<file path="config.mk">
export PLATFORM = sky130hd
export DESIGN_NAME = udp_reply_rewriter
export DESIGN_NICKNAME = d
export VERILOG_FILES = /design/src/rtl/rpl_pkg.sv /design/src/rtl/rpl_frame_buf.sv /design/src/rtl/rpl_edit.sv /design/src/rtl/rpl_egress.sv /design/src/rtl/udp_reply_rewriter.sv
export SDC_FILE = /design/constraint.sdc
export NUM_CORES = 2
export LEC_CHECK = 0
export ABC_AREA = 1
export BUFFER_PORTS_ARGS = -buffer_cell sky130_fd_sc_hd__buf_2
export CAP_MARGIN = 10
export CORE_AREA = 2 2 402 404
export DETAILED_ROUTE_END_ITERATION = 7
export DIE_AREA = 0 0 404 406
export PLACE_DENSITY = 0.52
export SYNTH_ARGS = -nofsm -noshare
export SYNTH_HDL_FRONTEND = slang
export SYNTH_SLANG_ARGS = --single-unit
</file>
<file path="constraint.sdc">
create_clock -name clk -period 6.5 [get_ports clk]
set_input_delay 0.325 -clock clk [delete_from_list [all_inputs] [get_ports clk]]
set_output_delay 0.325 -clock clk [all_outputs]
set_load 0.02 [all_outputs]
</file>
<file path="src/rtl/rpl_pkg.sv">
package rpl_pkg;

    localparam int BEAT_BYTES  = 32;
    localparam int DATA_W      = BEAT_BYTES * 8;
    localparam int FRAME_BEATS = 3;
    localparam int FRAME_W     = FRAME_BEATS * DATA_W;
    localparam int BEAT_CW     = $clog2(FRAME_BEATS);
    localparam int VAL_BYTES   = 32;
    localparam int VAL_W       = VAL_BYTES * 8;

    // byte offsets inside the fixed request layout
    localparam int ETH_A_OFS   = 0;
    localparam int ETH_B_OFS   = 6;
    localparam int ETH_LEN     = 6;
    localparam int IP_A_OFS    = 26;
    localparam int IP_B_OFS    = 30;
    localparam int IP_LEN      = 4;
    localparam int PORT_A_OFS  = 34;
    localparam int PORT_B_OFS  = 36;
    localparam int PORT_LEN    = 2;
    localparam int UCSUM_OFS   = 40;
    localparam int UCSUM_LEN   = 2;
    localparam int BODY_OFS    = 42;

    typedef logic [DATA_W-1:0]  beat_t;
    typedef logic [FRAME_W-1:0] frame_t;
    typedef logic [VAL_W-1:0]   value_t;
    typedef logic [BEAT_CW-1:0] beat_idx_t;

    localparam beat_idx_t LAST_BEAT = beat_idx_t'(FRAME_BEATS - 1);

    typedef struct packed {
        logic   hit;
        value_t value;
    } verdict_t;

    function automatic frame_t swap_span(frame_t f, int a, int b, int len);
        frame_t r;
        r = f;
        for (int k = 0; k < len; k++) begin
            r[8*(a+k) +: 8] = f[8*(b+k) +: 8];
            r[8*(b+k) +: 8] = f[8*(a+k) +: 8];
        end
        return r;
    endfunction

    function automatic frame_t make_reply(frame_t req, value_t val);
        frame_t r;
        r = swap_span(req, ETH_A_OFS, ETH_B_OFS, ETH_LEN);
        r = swap_span(r, IP_A_OFS, IP_B_OFS, IP_LEN);
        r = swap_span(r, PORT_A_OFS, PORT_B_OFS, PORT_LEN);
        for (int k = 0; k < UCSUM_LEN; k++)
            r[8*(UCSUM_OFS+k) +: 8] = 8'h00;
        for (int k = 0; k < VAL_BYTES; k++)
            r[8*(BODY_OFS+k) +: 8] = val[8*k +: 8];
        return r;
    endfunction

endpackage

</file>
<file path="src/rtl/rpl_frame_buf.sv">
module rpl_frame_buf
    import rpl_pkg::*;
(
    input  logic     clk,
    input  logic     rst,
    input  logic     in_valid,
    output logic     in_ready,
    input  beat_t    in_data,
    input  verdict_t in_verdict,
    input  logic     release_i,
    output logic     full_o,
    output frame_t   frame_o,
    output verdict_t verdict_o
);

    beat_t     slot_q [FRAME_BEATS];
    beat_idx_t wr_idx;
    logic      full_q;
    verdict_t  vd_q;
    logic      accept;

    assign in_ready  = ~full_q;
    assign accept    = in_valid & ~full_q;
    assign full_o    = full_q;
    assign verdict_o = vd_q;

    always_ff @(posedge clk) begin
        if (rst) begin
            wr_idx <= '0;
            full_q <= 1'b0;
            vd_q   <= '0;
        end else if (accept) begin
            if (wr_idx == '0)
                vd_q <= in_verdict;
            if (wr_idx == LAST_BEAT) begin
                wr_idx <= '0;
                full_q <= 1'b1;
            end else begin
                wr_idx <= wr_idx + 1'b1;
            end
        end else if (release_i) begin
            full_q <= 1'b0;
        end
    end

    always_ff @(posedge clk) begin
        if (accept)
            slot_q[wr_idx] <= in_data;
    end

    for (genvar j = 0; j < FRAME_BEATS; j++) begin : g_pack
        assign frame_o[j*DATA_W +: DATA_W] = slot_q[j];
    end

endmodule

</file>
<file path="src/rtl/rpl_edit.sv">
module rpl_edit
    import rpl_pkg::*;
(
    input  frame_t req_i,
    input  value_t val_i,
    output frame_t rpl_o
);

    assign rpl_o = make_reply(req_i, val_i);

endmodule

</file>
<file path="src/rtl/rpl_egress.sv">
module rpl_egress
    import rpl_pkg::*;
(
    input  logic   clk,
    input  logic   rst,
    input  logic   full_i,
    input  logic   hit_i,
    input  frame_t orig_i,
    input  frame_t edit_i,
    output logic   cl_valid,
    input  logic   cl_ready,
    output beat_t  cl_data,
    output logic   cl_last,
    output logic   sv_valid,
    input  logic   sv_ready,
    output beat_t  sv_data,
    output logic   sv_last,
    output logic   done_o
);

    beat_t     orig_b [FRAME_BEATS];
    beat_t     edit_b [FRAME_BEATS];
    beat_idx_t rd_idx;
    logic      at_last;
    logic      fire;

    for (genvar j = 0; j < FRAME_BEATS; j++) begin : g_unpack
        assign orig_b[j] = orig_i[j*DATA_W +: DATA_W];
        assign edit_b[j] = edit_i[j*DATA_W +: DATA_W];
    end

    assign at_last  = (rd_idx == LAST_BEAT);
    assign cl_valid = full_i & hit_i;
    assign sv_valid = full_i & ~hit_i;
    assign cl_data  = edit_b[rd_idx];
    assign sv_data  = orig_b[rd_idx];
    assign cl_last  = at_last;
    assign sv_last  = at_last;
    assign fire     = (cl_valid & cl_ready) | (sv_valid & sv_ready);
    assign done_o   = fire & at_last;

    always_ff @(posedge clk) begin
        if (rst)
            rd_idx <= '0;
        else if (fire)
            rd_idx <= at_last ? '0 : rd_idx + 1'b1;
    end

endmodule

</file>
<file path="src/rtl/udp_reply_rewriter.sv">
module udp_reply_rewriter
    import rpl_pkg::*;
(
    input  logic              clk,
    input  logic              rst,
    input  logic              rq_valid,
    output logic              rq_ready,
    input  logic [DATA_W-1:0] rq_data,
    input  logic              rq_hit,
    input  logic [VAL_W-1:0]  rq_value,
    output logic              cl_valid,
    input  logic              cl_ready,
    output logic [DATA_W-1:0] cl_data,
    output logic              cl_last,
    output logic              sv_valid,
    input  logic              sv_ready,
    output logic [DATA_W-1:0] sv_data,
    output logic              sv_last
);

    verdict_t vd_in;
    verdict_t vd_held;
    frame_t   req_frame;
    frame_t   rpl_frame;
    logic     buf_full;
    logic     frame_done;

    assign vd_in.hit   = rq_hit;
    assign vd_in.value = rq_value;

    rpl_frame_buf u_buf (
        .clk        (clk),
        .rst        (rst),
        .in_valid   (rq_valid),
        .in_ready   (rq_ready),
        .in_data    (rq_data),
        .in_verdict (vd_in),
        .release_i  (frame_done),
        .full_o     (buf_full),
        .frame_o    (req_frame),
        .verdict_o  (vd_held)
    );

    rpl_edit u_edit (
        .req_i (req_frame),
        .val_i (vd_held.value),
        .rpl_o (rpl_frame)
    );

    rpl_egress u_egr (
        .clk      (clk),
        .rst      (rst),
        .full_i   (buf_full),
        .hit_i    (vd_held.hit),
        .orig_i   (req_frame),
        .edit_i   (rpl_frame),
        .cl_valid (cl_valid),
        .cl_ready (cl_ready),
        .cl_data  (cl_data),
        .cl_last  (cl_last),
        .sv_valid (sv_valid),
        .sv_ready (sv_ready),
        .sv_data  (sv_data),
        .sv_last  (sv_last),
        .done_o   (frame_done)
    );

endmodule

</file>
==> results.cfg <==
[clock_network]
cts_setup_buffers = 0
cts_buffers = 115
clock_latency_ns = 0.73
cts_tree = built
cts_hold_buf = 515
cts_buffer_depth = 3
cts.sinks = 1030
cts_repair_resize_count = 0
clkTransAtPathRegs_ns = 0.06
cts_root_buf = clkbuf_16
cts_max_level = 3

[grt]
grt-ovfl-total = 0
grt_pass1_wl_um = 226000
grt.met3_usage_pct = 4.75
grt_max_degree = 180
grt_pass1_vias = 32200
antenna_found_initial = 22
grt_busiest_layer = met2
grt_usage_pct = 19.0
met1_usage_pct = 23.2
use_met2_pct = 31.7

[sta]
slew_headroom_pct = 29.2
clock_skew_ns = 0.0432
hold_viol_final = 0
clock.fmax_mhz = 243
setup-tns-final_ns = 0
setup_viol = 0
period_needed_ns = 4.11
rsz0062_at_grt = false
fin_crit_sh_pct = 63.3
tightest_slew_ns = 1.06
slew_viol_final = 0

[floorplan]
core_um2 = 160000
dieWidth_um = 404
initial_core_util_pct = 25.0
fp.dieH_um = 406
placementRows = 147
dieArea_um2 = 164000
ios = 1035

[layout]
n_fill_cell = 16100
drive_gt1_share_pct = 24.5
syn_to_final_growth_pct = 40.5
stdcell_count = 7243
multiInputGateArea_um2 = 8800
nets = 5558
ff_latch_area_um2 = 28300

[drt]
drt_wl_total_um = 163000
vias = 32700
first_pass_iters = 5
antenna_left = 0
drc = 0
drt_iter0_markers = 2407
vias_per_cell = 4.51
post_drt_wl_per_cell_um = 22.5

[setup_path]
crit_chain = inv_1 > nand2_4 > buf_4 > buf_4 > o211ai_1 > buf_2
critical_path_arrival_ns = 3.79
slowest_stage = buf_4
critPathBufInv = 4
crit_family = buffers and inverters
start_kind = register
slowest_delay_ns = 0.77
crit_top_cell = buf_4
critPathKind = reg2out
cp_max_fo = 60
worstPathRequired_ns = 6.17
end_kind = output pin

[placement]
gp_congestion = 0.932
dpl.cell_count = 6494
io_buffers = 1034
dp_hpwl_um = 113000

[synthesis]
synth.area.mux_share_pct = 0
synth-compound-area-share_pct = 12.1
synth_cells = 3550
synth_seq_area_share_pct = 71.0
netlist_area_um2 = 39900
yosys_register_bits = 1030
yosys.area.top_type = edfxtp_1
synth-xor-area-share_pct = 0
async_flop_share_pct = 0
synth.top_cell.area_share_pct = 57.9
synthAdderAreaFrac_pct = 0
synth-simple-area-share_pct = 9.93
synthTopCellsByCount = nand2_1, edfxtp_1, inv_1, o21ai_0, dfxtp_1
avgSynthCellArea_um2 = 11.2
synth_edf_count = 768
synth_ff_type = edfxtp_1
synth.area.top_cells = edfxtp_1, dfxtp_1, nand2_1
synth_cell_type_count = 21
yosysWarnings = 0
syn-num-nets = 4068
post-synth-top-count-cell = nand2_1
synth_top_family_by_area = compound AO/OA/AOI/OAI gates

[run_status]
status = finished, final reports clean

[min_path]
hold_path.class = in2reg

[flow_run]
drv_cap = 0

[power]
p_leak_nw = 22.5
max-vdd-ir-drop_mv = 0.216
p_per_area_nw_per_um2 = 292
worst min-delay path: stages:
cell,delay (ns)
buf_2,0.10
nand3_1,0.07
nand2_1,0.14
o21ai_0,0.10
nor2_1,0.08
cell families after synthesis:
family / Yosys count
flip-flops: 1030
buffers and inverters: 658
AND/OR/NAND/NOR: 1023
AO/OA/AOI/OAI: 839
report_power, final:
part	switching, W	leakage, nW	total [W]	internal, W
clock network	0.00275	1.84	0.00646	0.00370
logic	0.00158	11.4	0.00234	0.000765
registers	0.0000852	9.27	0.00756	0.00748
total	0.00442	22.5	0.0164	0.0119
placed cells by master (no fill, tap or decap):
cell type / n
diode_2: 16
clkbuf_8: 10
a21oi_2: 10
nand2_2: 1
nand3_1: 83
inv_6: 5
nor2_1: 7
inv_2: 3
buf_4: 14
dfxtp_1: 262
o221ai_1: 62
buf_2: 1034
inv_8: 6
bufinv_16: 6
clkinv_1: 11
inv_1: 444
clkinv_16: 3
clkinv_2: 25
nand2_1: 928
inv_4: 1
nand2_4: 2
dlygate4sd3_1: 515
clkinvlp_4: 4
o211ai_1: 130
a21oi_1: 250
o22ai_1: 16
nor2_4: 1
nand2_8: 1
buf_12: 14
o21ai_1: 84
clkinv_8: 1
edfxtp_1: 768
clkbuf_1: 35
clkbuf_16: 118
o21ai_0: 287
layout make-up:
cell class	count	area share, %
Antenna cell	16	0.0715
Multi-Input combinational cell	1862	15.7
Inverter	454	3.12
Timing Repair Buffer	1577	19.1
Sequential cell	1030	50.6
Clock buffer	163	5.76
Clock inverter	55	0.948
Tap cell	2086	4.66
worst paths after layout:
kind,cells after the start,from,slack [ns],end
worst max-delay path,6,u_egr.rd_idx[1],2.39,cl_data[241]
worst min-delay path,5,sv_ready,0.11,u_egr.rd_idx[1]
worst max register to register,6,u_buf.full_o,3.15,u_buf.slot_q[0][232]
worst min register to register,2,u_buf.verdict_o[18],0.45,u_buf.verdict_o[18]
through the flow:
step                      hold WS (ns)  utilization [%]  worst slack [ns]  power [W]  area (um^2)
after floorplan                  0.394                -             0.257    0.00883        39900
after global placement           0.434             29.5              3.23    0.00975        47000
after detailed placement         0.439             29.5              3.22    0.00976        47000
after CTS                       0.0489             35.0              2.38     0.0165        55900
after global routing            0.0947             35.0              2.24     0.0170        55900
final                            0.113             35.1              2.39     0.0164        56000
state kept, by name, summed over array words and instances (netlist names):
register and cells:
u_buf.slot_q 768, u_egr.rd_idx 2, u_buf.verdict_o 257, u_buf.wr_idx 2, u_buf.full_o 1
per-layer routing:
layer | wire, um | vias up
li1 | - | 15200
met1 | 65800 | 15900
met2 | 77800 | 1273
met3 | 11500 | 319
met4 | 7510 | 10
met5 | 69 | -
No activity file was read; power rests on OpenSTA's default activity.
